## config.mk

```make
export PLATFORM = sky130hd
export DESIGN_NAME = sep_cmd_parser
export DESIGN_NICKNAME = d
export VERILOG_FILES = /design/src/rtl/sep_pkg.sv /design/src/rtl/sep_opcode_decode.sv /design/src/rtl/sep_batch_buf.sv /design/src/rtl/sep_cmd_parser.sv
export SDC_FILE = /design/constraint.sdc
export NUM_CORES = 1
export LEC_CHECK = 0
export ABC_AREA = 0
export BUFFER_PORTS_ARGS = -buffer_cell sky130_fd_sc_hd__buf_2
export CORE_MARGIN = 2
export CORE_UTILIZATION = 52
export CTS_CLUSTER_DIAMETER = 100
export CTS_CLUSTER_SIZE = 40
export DETAILED_ROUTE_END_ITERATION = 8
export PLACE_DENSITY = 0.75
export SETUP_SLACK_MARGIN = 0.1
export SYNTH_ARGS = -nofsm -noshare
export SYNTH_HDL_FRONTEND = slang
export SYNTH_SLANG_ARGS = --single-unit
```

## constraint.sdc

```tcl
create_clock -name clk -period 12.9 [get_ports clk]
set_input_delay 1.29 -clock clk [delete_from_list [all_inputs] [get_ports clk]]
set_output_delay 1.29 -clock clk [all_outputs]
set_load 0.05 [all_outputs]
```

## src/rtl/sep_pkg.sv

```systemverilog
package sep_pkg;

    localparam int BYTE_W = 8;

    // opcode flag positions
    localparam int F_WR  = 0;
    localparam int F_BIT = 1;
    localparam int F_RD  = 5;
    localparam int F_TMS = 6;
    localparam int F_SPC = 7;

    localparam logic [BYTE_W-1:0] OP_PIN_LO_SET = 8'h80;
    localparam logic [BYTE_W-1:0] OP_PIN_LO_GET = 8'h81;
    localparam logic [BYTE_W-1:0] OP_PIN_HI_SET = 8'h82;
    localparam logic [BYTE_W-1:0] OP_PIN_HI_GET = 8'h83;
    localparam logic [BYTE_W-1:0] OP_CLK_DIV    = 8'h86;
    localparam logic [BYTE_W-1:0] ERR_TAG       = 8'hFA;

    typedef enum logic [2:0] {
        K_TWO,
        K_READ,
        K_BITS,
        K_TMS,
        K_BYTES,
        K_BAD
    } kind_t;

    typedef enum logic [3:0] {
        S_OPC,
        S_ARG0,
        S_ARG1,
        S_ISSUE,
        S_WAIT,
        S_RESP,
        S_ERR0,
        S_ERR1,
        S_LEN0,
        S_LEN1,
        S_FILL,
        S_BISSUE,
        S_BWAIT,
        S_BOUT,
        S_BNEXT
    } state_t;

endpackage

```

## src/rtl/sep_opcode_decode.sv

```systemverilog
module sep_opcode_decode
    import sep_pkg::*;
(
    input  logic [BYTE_W-1:0] op,
    output kind_t             kind,
    output logic              need2,
    output logic              reply
);

    always_comb begin
        kind  = K_BAD;
        need2 = 1'b0;
        reply = 1'b0;
        if (op[F_SPC]) begin
            unique case (op)
                OP_PIN_LO_SET, OP_PIN_HI_SET, OP_CLK_DIV: begin
                    kind  = K_TWO;
                    need2 = 1'b1;
                end
                OP_PIN_LO_GET, OP_PIN_HI_GET: begin
                    kind  = K_READ;
                    reply = 1'b1;
                end
                default: kind = K_BAD;
            endcase
        end else if (op[F_TMS]) begin
            if (op[F_BIT]) begin
                kind  = K_TMS;
                need2 = 1'b1;
                reply = op[F_RD];
            end
        end else if (op[F_BIT]) begin
            kind  = K_BITS;
            need2 = op[F_WR];
            reply = op[F_RD];
        end else begin
            kind  = K_BYTES;
            reply = op[F_RD];
        end
    end

endmodule

```

## src/rtl/sep_batch_buf.sv

```systemverilog
module sep_batch_buf #(
    parameter  int DEPTH = 64,
    parameter  int W     = 8,
    localparam int AW    = $clog2(DEPTH)
) (
    input  logic          clk,
    input  logic          we,
    input  logic [AW-1:0] waddr,
    input  logic [W-1:0]  wdata,
    input  logic [AW-1:0] raddr,
    output logic [W-1:0]  rdata
);

    logic [W-1:0] mem [DEPTH];

    always_ff @(posedge clk) begin
        if (we) begin
            mem[waddr] <= wdata;
        end
    end

    assign rdata = mem[raddr];

endmodule

```

## src/rtl/sep_cmd_parser.sv

```systemverilog
module sep_cmd_parser
    import sep_pkg::*;
#(
    parameter int BATCH_MAX = 64
) (
    input  logic              clk,
    input  logic              rst,
    input  logic              in_valid,
    input  logic [BYTE_W-1:0] in_data,
    output logic              in_ready,
    output logic              out_valid,
    output logic [BYTE_W-1:0] out_data,
    input  logic              out_ready,
    output logic              cmd_valid,
    output logic [BYTE_W-1:0] cmd_op,
    output logic [BYTE_W-1:0] cmd_arg0,
    output logic [BYTE_W-1:0] cmd_arg1,
    input  logic              eng_busy,
    input  logic [BYTE_W-1:0] eng_rdata
);

    localparam int IDX_W = $clog2(BATCH_MAX);
    localparam int CNT_W = IDX_W + 1;
    localparam int LEN_W = 2 * BYTE_W;

    state_t            state_q, state_d;
    logic [BYTE_W-1:0] op_q, a0_q, a1_q, res_q;
    kind_t             kind_q;
    logic              need2_q, reply_q;
    logic [LEN_W-1:0]  rem_q, rem_after, len_in;
    logic [CNT_W-1:0]  idx_q, batch_n;
    logic              last, in_fire;

    kind_t             dec_kind;
    logic              dec_need2, dec_reply;
    logic              buf_we;
    logic [BYTE_W-1:0] buf_wdata, buf_rdata;

    sep_opcode_decode u_dec (
        .op    (in_data),
        .kind  (dec_kind),
        .need2 (dec_need2),
        .reply (dec_reply)
    );

    sep_batch_buf #(.DEPTH(BATCH_MAX), .W(BYTE_W)) u_buf (
        .clk   (clk),
        .we    (buf_we),
        .waddr (idx_q[IDX_W-1:0]),
        .wdata (buf_wdata),
        .raddr (idx_q[IDX_W-1:0]),
        .rdata (buf_rdata)
    );

    assign batch_n   = (rem_q > LEN_W'(BATCH_MAX)) ? CNT_W'(BATCH_MAX) : rem_q[CNT_W-1:0];
    assign last      = (idx_q == batch_n - CNT_W'(1));
    assign rem_after = rem_q - LEN_W'(batch_n);
    assign len_in    = {in_data, a0_q};
    assign in_fire   = in_valid && in_ready;

    // state register
    always_ff @(posedge clk) begin
        if (rst) begin
            state_q <= S_OPC;
        end else begin
            state_q <= state_d;
        end
    end

    // next state
    always_comb begin
        state_d = state_q;
        unique case (state_q)
            S_OPC: if (in_fire) begin
                unique case (dec_kind)
                    K_BAD:   state_d = S_ERR0;
                    K_READ:  state_d = S_ISSUE;
                    K_BYTES: state_d = S_LEN0;
                    default: state_d = S_ARG0;
                endcase
            end
            S_ARG0:   if (in_fire) state_d = need2_q ? S_ARG1 : S_ISSUE;
            S_ARG1:   if (in_fire) state_d = S_ISSUE;
            S_ISSUE:  state_d = S_WAIT;
            S_WAIT:   if (!eng_busy) state_d = reply_q ? S_RESP : S_OPC;
            S_RESP:   if (out_ready) state_d = S_OPC;
            S_ERR0:   if (out_ready) state_d = S_ERR1;
            S_ERR1:   if (out_ready) state_d = S_OPC;
            S_LEN0:   if (in_fire) state_d = S_LEN1;
            S_LEN1:   if (in_fire) state_d = (len_in == '0) ? S_OPC : S_FILL;
            S_FILL:   if (in_fire && last) state_d = S_BISSUE;
            S_BISSUE: state_d = S_BWAIT;
            S_BWAIT:  if (!eng_busy) begin
                if (!last)        state_d = S_BISSUE;
                else if (reply_q) state_d = S_BOUT;
                else              state_d = S_BNEXT;
            end
            S_BOUT:   if (out_ready && last) state_d = S_BNEXT;
            S_BNEXT:  state_d = (rem_after == '0) ? S_OPC : S_FILL;
            default:  state_d = S_OPC;
        endcase
    end

    // datapath registers
    always_ff @(posedge clk) begin
        if (rst) begin
            op_q    <= '0;
            a0_q    <= '0;
            a1_q    <= '0;
            res_q   <= '0;
            kind_q  <= K_BAD;
            need2_q <= 1'b0;
            reply_q <= 1'b0;
            rem_q   <= '0;
            idx_q   <= '0;
        end else begin
            unique case (state_q)
                S_OPC: if (in_fire) begin
                    op_q    <= in_data;
                    kind_q  <= dec_kind;
                    need2_q <= dec_need2;
                    reply_q <= dec_reply;
                    a0_q    <= '0;
                    a1_q    <= '0;
                end
                S_ARG0, S_LEN0: if (in_fire) a0_q <= in_data;
                S_ARG1: if (in_fire) a1_q <= in_data;
                S_WAIT: if (!eng_busy) res_q <= eng_rdata;
                S_LEN1: if (in_fire) begin
                    rem_q <= len_in;
                    idx_q <= '0;
                end
                S_FILL: if (in_fire) idx_q <= last ? '0 : idx_q + CNT_W'(1);
                S_BWAIT: if (!eng_busy) idx_q <= last ? '0 : idx_q + CNT_W'(1);
                S_BOUT: if (out_ready) idx_q <= last ? '0 : idx_q + CNT_W'(1);
                S_BNEXT: begin
                    rem_q <= rem_after;
                    idx_q <= '0;
                end
                default: ;
            endcase
        end
    end

    // batch buffer write port: staged data, then engine results in place
    always_comb begin
        buf_we    = 1'b0;
        buf_wdata = in_data;
        if (state_q == S_FILL && in_fire) begin
            buf_we = 1'b1;
        end else if (state_q == S_BWAIT && !eng_busy) begin
            buf_we    = 1'b1;
            buf_wdata = eng_rdata;
        end
    end

    // outputs
    always_comb begin
        in_ready  = 1'b0;
        out_valid = 1'b0;
        out_data  = '0;
        cmd_valid = 1'b0;
        cmd_op    = op_q;
        cmd_arg0  = a0_q;
        cmd_arg1  = a1_q;
        unique case (state_q)
            S_OPC, S_ARG0, S_ARG1, S_LEN0, S_LEN1, S_FILL: in_ready = 1'b1;
            S_ISSUE: cmd_valid = 1'b1;
            S_BISSUE: begin
                cmd_valid = 1'b1;
                cmd_arg0  = buf_rdata;
                cmd_arg1  = '0;
            end
            S_RESP: begin
                out_valid = 1'b1;
                out_data  = res_q;
            end
            S_ERR0: begin
                out_valid = 1'b1;
                out_data  = ERR_TAG;
            end
            S_ERR1: begin
                out_valid = 1'b1;
                out_data  = op_q;
            end
            S_BOUT: begin
                out_valid = 1'b1;
                out_data  = buf_rdata;
            end
            default: ;
        endcase
    end

endmodule

```

==> results of run 1 <==
-- per-stage QoR --
step	hold WS [ns]	instances	area, um2	worst slack (ns)	total power [mW]
after global placement	0.435	1933	24700	7.38	2.46
after detailed placement	0.441	1933	24700	7.35	2.47
after floorplan	0.427	1354	23900	8.23	2.37
final	0.460	1961	25200	6.85	3.26
after global routing	0.486	1961	25200	6.53	3.34
after CTS	0.459	1961	25200	6.70	3.26
-- synth_stat cells (all sizes together), types with 8 or more instances --
cell,n
a21oi,54
a22oi,11
a31oi,8
and2,12
buf,33
clkbuf,56
dfxtp,67
edfxtp,512
inv,15
mux2,15
mux2i,12
mux4,168
nand2,76
nand3,30
nand3b,11
nor2,122
nor3,19
nor4,15
o21ai,27
or3,11
-- cell type report --
class / instances / area [um2] / area share
Sequential cell: 579 / 16700 / 0.663
Multi-Input combinational cell: 671 / 6750 / 0.268
Tap cell: 600 / 751 / 0.0298
Clock buffer: 23 / 490 / 0.0195
Timing Repair Buffer: 68 / 373 / 0.0148
Clock inverter: 5 / 70.1 / 0.00278
Inverter: 15 / 56.3 / 0.00223
-- worst min-delay path by stage --
stage	to	from	slack [ns]	depth (start not counted)
global placement	a1_q[6]	a1_q[6]	0.44	2
detailed placement	a1_q[0]	a1_q[0]	0.44	2
floorplan	a1_q[4]	a1_q[4]	0.43	2
global route	a1_q[0]	a1_q[0]	0.49	2
finish	a1_q[0]	a1_q[0]	0.46	2
CTS	a1_q[0]	a1_q[0]	0.46	2
-- layer usage --
layer,share of wire,global-route usage,vias to the layer above
li1,-,-,5409
met1,0.40,0.327,6693
met2,0.50,0.383,628
met3,0.075,0.0288,88
met4,0.027,0.0660,0
met5,0,0,-
-- power by group through the flow --
stage	logic (mW)	registers [mW]	clock network, mW
3_3_place_gp	0.329	2.13	0
3_5_place_dp	0.336	2.13	0
2_1_floorplan	0.231	2.14	0
4_1_cts	0.337	2.09	0.831
6_report	0.343	2.09	0.830
5_1_grt	0.367	2.09	0.885
-- kinds of logic (layout without fill, tap and decap cells) --
family / count (synthesis) / count (layout) / synth area share
AOI/OAI and AO/OA: 146 / 146 / 0.0403
other: 1 / 1 / 0.000157
adders and majority gates: 3 / 3 / 0.00157
and+or+nand+nor: 317 / 317 / 0.0655
xor gates and xnor gates: 9 / 9 / 0.00409
buffers and inverters: 104 / 111 / 0.0177
muxes: 195 / 195 / 0.171
DFF: 579 / 579 / 0.700
-- worst register-to-register path: cells and delay by family (launching register included) --
| family | cells | cell delay, ns |
|---|---|---|
| AND/OR/NAND/NOR | 3 | 1.26 |
| flip-flops | 1 | 0.82 |
| buffers and inverters | 1 | 0.31 |
| multiplexers | 1 | 1.10 |
-- sequential cells by signal, indices dropped and copies added, names as in the netlist, named ones only --
register and flops:
u_buf.mem 512, rem_q 16, a1_q 8, cmd_op 8, reply_q 1, a0_q 8
need2_q 1, state_q 4, res_q 8, idx_q 7
==> results.md, run 1 <==
- The setup TNS after final layout is 0 ns.
- TritonCTS built the clock tree.
- The clock group share of total power is 0.254.
- The power density over the cells is 129 mW/mm2.
- The proportion of total power due to net switching is 0.252.
- The core region is 0.0454 mm2.
- The number of antenna-violating nets in the routed design is 0.
- STA classifies the critical path endpoint as an output port.
- The sum of overflow across all layers after global routing is 0.
- The mapped netlist covers 0.0239 mm2.
- The number of fillers in the final layout is 3,419.
- The dominant cell type by count on the critical path is sky130_fd_sc_hd__mux4_2.
- The count of clock tree sinks is 579.
- The worst register-to-register path has a setup slack of 8.90 ns.
- The maximum single-stage delay on the critical path is 1.10 ns.
- Of the total power, combinational logic draws 0.105.
- The via density per instance is 6.54.
- Setup violations remaining at the end of the flow were counted as 0.
- The share of total power dissipated in sequential elements is 0.641.
- The congestion estimate from routability-driven global placement came to 0.846.
- Across the VDD grid, the largest voltage drop is 0.133 mV.
- The wire length reported by the detailed router is 54,600 um.
- The first detailed-routing pass ran for 5 iterations.
- Yosys printed 0 warnings.
- The number of vias in the routed layout is 12,800.
- Across the run, the number of max-cap violations was 0.
- Sorting the synthesized cells by area gives the leading types as sky130_fd_sc_hd__edfxtp_1 64%, sky130_fd_sc_hd__mux4_2 16%, sky130_fd_sc_hd__dfxtp_1 5.6%.
- The number of endpoints with negative hold slack in the final report is 0.
- In the synthesized netlist the async set-or-reset flop fraction comes to 0.
- The signal on the critical path passes through buf_4 > mux4_2 > mux4_2 > mux4_2 > mux2_2 > buf_2.
- Once layout is complete, the utilization of the core stands at 0.556.
- The first-pass GRT wire length is 80,800 um.
- The top cell type's share of synthesized area is 0.644.
- The wire length per cell is 27.9 um.
- The number of enable-type register cells in the synthesized netlist is 512.
- The cell type group with the largest total delay on the critical path is multiplexers.
- The buffer type at the clock tree root is sky130_fd_sc_hd__clkbuf_16.
- Between clock sinks in the finished design, the worst skew comes to 0.0609 ns.
- The number of library cell types mapped by synthesis is 74.
- The number of cells on the worst reg-to-reg path is 5.
- The post-route clock period utilization is 0.469.
- From synthesis to final layout, the design area changed by 5.62%.
- The overall routing resource usage is 0.231.
- At the worst endpoint, the required time is 11.61 ns.
- The tightest slew margin relative to the limit is 0.145.
- The class of the tightest hold or removal check is flip-flop to flip-flop.
- Following the worst setup path forward leads to its endpoint at cmd_arg0[7].
- Counting buffers and inverters, the worst setup path is 6 cells deep.
- The post-synth net total is 1,378.
- The placement row count is 78.
- At the pin with the least slew margin, the transition time is 1.28 ns.
- Averaged over all synthesized cells, the footprint is 17.6 um2.
- Data on the critical path arrives at its endpoint at 4.76 ns.
- Setup repair after global routing left no endpoint under its margin.
- The number of buffers inserted by post-CTS setup repair is 0.
- The initial antenna violation count came to 0.
- Entering global routing, the biggest net connects 71 pins.
- The design internal power is 2.44 mW.
- The net count of the finished layout is 1,378.
- Clock latency on the worst-skew pair, taken at its later pin, is 0.59 ns.
- Measured along the x axis, the die boundary spans 218 um.
- The reg-to-reg critical path endpoint is u_buf.mem[14][7].
- The clock tree buffer depth is 3.
- The worst-path cell with the longest stage delay is sky130_fd_sc_hd__dfxtp_4.
- The iteration-0 DRC count of the detailed router is 1,798.
- The placed wire-length estimate is 34,100 um.
- The total inserted antenna cells is 0.
- For this design the total switching power over the nets is 0.823 mW.
- The category of the worst setup path launch point is a flip-flop.
- The starting density of the core is 0.526.
- The max-slew violation total from the final report is 0.
- After technology mapping, the gate count stands at 1,354.
- After clock tree synthesis, the flow added hold-fix buffers numbering 0.
- The critical path contains buffers and inverters numbering 2 combined.
- For this run, the register share of the synthesized area comes to 0.700.
- The CTS buffer count is 19.
- After clock tree synthesis, the repair step resized 0 gates.
- The critical path is of the flip-flop to output port type.
- In this run the count of I/O pins placed on the die edge is 56.
- The via count of the first global-routing pass is 12,500.
- Of all cell types, the one taking the most synthesized area is sky130_fd_sc_hd__edfxtp_1.
- CTS built an H-tree with a depth of 1.
- The ratio of cells with drive above 1 in the final layout is 0.222.
- The most frequent standard cell in the layout excluding fill and tap cells is sky130_fd_sc_hd__edfxtp_1.
- The die area is 0.0476 mm2.
- The most common flop cell mapped by yosys is sky130_fd_sc_hd__edfxtp_1.
- The source of the worst register-to-register timing path is state_q[3].
- The library cells used most frequently in the layout, excluding fill and tap cells, are 512 x sky130_fd_sc_hd__edfxtp_1, 168 x sky130_fd_sc_hd__mux4_2, 121 x sky130_fd_sc_hd__nor2_1.
- The flow ran to the end, and the final reports show no timing, DRC or antenna violations.
- The clock slew seen by the registers of the worst setup and hold paths is 0.15 ns.
- The DRC violation count after routing is 0.
- The die boundary height is 218 um.
- During placement, the flow inserted port buffers numbering 55.
- The shortest period the worst path allows is 6.05 ns.
- The largest fanout on the critical path is 54.
- The static leakage is 7.46 nW.
- Based on the critical path, the design can be clocked at up to 165 MHz.
- In this run, synthesis produced a sequential element count of 579.
(Power assumes the default switching activity.)
==> run 2, diff against run 1 <==
Clock period 12.9 ns to 5.8 ns, I/O delays scaled along.
==> results.md, run 2 (synthesized netlist as in run 1, its figures left out) <==
- In the layout the commonest cells are 512 x sky130_fd_sc_hd__edfxtp_1, 168 x sky130_fd_sc_hd__mux4_2, 121 x sky130_fd_sc_hd__nor2_1.
- Setup violations remaining at the end of the flow were counted as 0.
- Clock tree synthesis inserted a total of 18 buffers.
- CTS saw 579 sinks.
- The library cell used most frequently in the layout, excluding fill and tap cells, is sky130_fd_sc_hd__edfxtp_1.
- The largest single stage delay on the critical path is 0.70 ns.
- The die width is 218 um.
- The wire length reported by the detailed router is 54,800 um.
- TritonCTS built the clock tree.
- The DRC violation count after routing is 0.
- The total core area is 0.0454 mm2.
- The weighted congestion at the end of routability-driven global placement is 0.891.
- The post-route clock period utilization is 0.799.
- The clock slew seen by the registers of the worst setup and hold paths is 0.14 ns.
- Derived from the worst setup path, the maximum achievable clock frequency is 216 MHz.
- After legalization and detailed placement, the total HPWL measured 35,500 um.
- The number of flip-flops under the largest register name is 512.
- The tightest slew margin relative to the limit is 0.160.
- 56 I/O pins were placed.
- The source of the worst register-to-register timing path is rem_q[11].
- From bottom edge to top edge, the die measures 218 um.
- The buffer type at the clock tree root is sky130_fd_sc_hd__clkbuf_16.
- The via count of the first global-routing pass is 12,600.
- The shortest period the worst path allows is 4.63 ns.
- The area of the multi-input gates is 0.00675 mm2.
- The initial antenna violation count is 1.
- The max-slew violation total from the final report came to 0.
- The floorplan step defined a die boundary enclosing 0.0476 mm2.
- The wire length per cell is 27.9 um.
- The routed layout has 13,000 vias.
- The layout has 3,409 filler cells.
- In this run, the number of DRC markers left after iteration 0 of detailed routing was 1,912.
- The cell area reported after detailed placement is 0.0247 mm2.
- In this run, post-CTS repair resized a total of 0 instances.
- The number of endpoints with negative hold slack in the final report is 0.
- Between clock sinks in the finished design, the worst skew comes to 0.0250 ns.
- Data on the critical path is required at its endpoint by 5.22 ns.
- The critical path is of the flip-flop to output port type.
- In this run the worst hold path is classified as primary input to flip-flop.
- The setup TNS after final layout is 0 ns.
- After routing the design area is 0.0253 mm2.
- Traced cell by cell, the critical path runs through buf_4 > mux4_2 > mux4_2 > mux4_2 > mux2_2 > buf_2.
- The worst ir drop on vdd is 0.197 mV.
- In this run the worst path has a maximum fanout of 25.
- Entering global routing, the biggest net connects 65 pins.
- Setup slack on the critical path of the routed design comes to 1.17 ns.
- The slowest stage of the critical path belongs to the cell sky130_fd_sc_hd__dfxtp_4.
- The number of hold-repair buffers added at the cts stage is 0.
- The area growth from synthesis to final layout is 5.77%.
- The net count of the finished layout is 1,386.
- The static leakage is 7.49 nW.
- The via density per instance is 6.63.
- The actual slew at the worst max-slew pin is 1.26 ns.
- The total inserted antenna cells is 0.
- Port buffering added 55 buffers.
- The H-tree depth is 1.
- No sink is reached through more buffers than the 3 on the longest clock path.
- The arrival time of the worst setup path is 4.05 ns.
- The cell count of the worst hold path is 3.
- STA classifies the critical path startpoint as a flip-flop.
- The ratio of cells with drive above 1 in the final layout is 0.226.
- The final standard cell utilization of the core is 0.556.
- Setup repair after global routing left no endpoint under its margin.
- Before CTS, the worst setup slack after placement is 1.73 ns.
- The clock insertion delay at the later pin of the skew report is 0.59 ns.
- The placement row count is 78.
- The first global-routing pass estimated 81,600 um of wire.
- In this design, the critical path's most frequently occurring cell is sky130_fd_sc_hd__mux4_2.
- The sum of internal, switching and leakage power is 7.17 mW.
- The register with the most flip-flops in the final layout is u_buf.mem.
- The number of setup buffers added after CTS is 0.
- The power density over the cells is 284 mW/mm2.
- The sum of overflow across all layers after global routing is 0.
- Across every metal layer, demand over resource in global routing totals 0.232.
- In the final layout, the registers with the most flip-flops are u_buf.mem (512), rem_q (16).
- The launch instance of the worst min-delay path is eng_rdata[7].
- The run finished with clean final reports.
- Max-cap violations in this run came to 0.
- The starting density of the core is 0.526.
- Across the whole layout, storage elements account for 0.0167 mm2.
- The number of antenna-violating nets in the routed design is 0.
- The endpoint type of the worst setup path is an output port.
- Measured in cells, the most critical reg-to-reg path has a length of 13.
- The number of detailed-routing iterations run before antenna repair is 6.
run 2: final cells by class:
cell class,instances,area share
clock buffers,21,0.0183
clock inverters,4,0.00178
inverters,15,0.00223
multi-input cells,671,0.267
flip-flops and latches,579,0.662
well taps,600,0.0297
repair buffers,77,0.0184
run 2: path summary, 6_finish.rpt:
| kind | to | slack (ns) |
|---|---|---|
| setup / recovery | cmd_arg0[0] | 1.17 |
| hold reg to reg | a1_q[2] | 0.46 |
| setup reg to reg | state_q[1] | 1.73 |
| hold / removal | res_q[7] | 0.28 |
run 2: power breakdown:
part / internal (mW) / switching [mW]
clock: 0.593 / 1.16
combinational: 0.202 / 0.540
sequential: 4.58 / 0.0867
total: 5.38 / 1.79
run 2: per-stage QoR:
stage                     hold WS, ns  std cells
after CTS                       0.267       1967
after global routing            0.269       1967
after global placement          0.435       1942
final                           0.277       1967
after floorplan                 0.427       1354
after detailed placement        0.442       1942
run 2: critical path, delay by kind of cell, from the launching register on:
family                 cells  cell delay [ns]
flip-flops                 1             0.70
buffers and inverters      2             0.76
multiplexers               4             1.98
run 2: layer usage:
layer  vias to the layer above  wire (um)  track usage
met5                         -          4            0
met4                         2       1410       0.0583
met3                        91       4970       0.0289
met2                       785      26100        0.367
met1                      6735      22300        0.348
li1                       5419          -            -
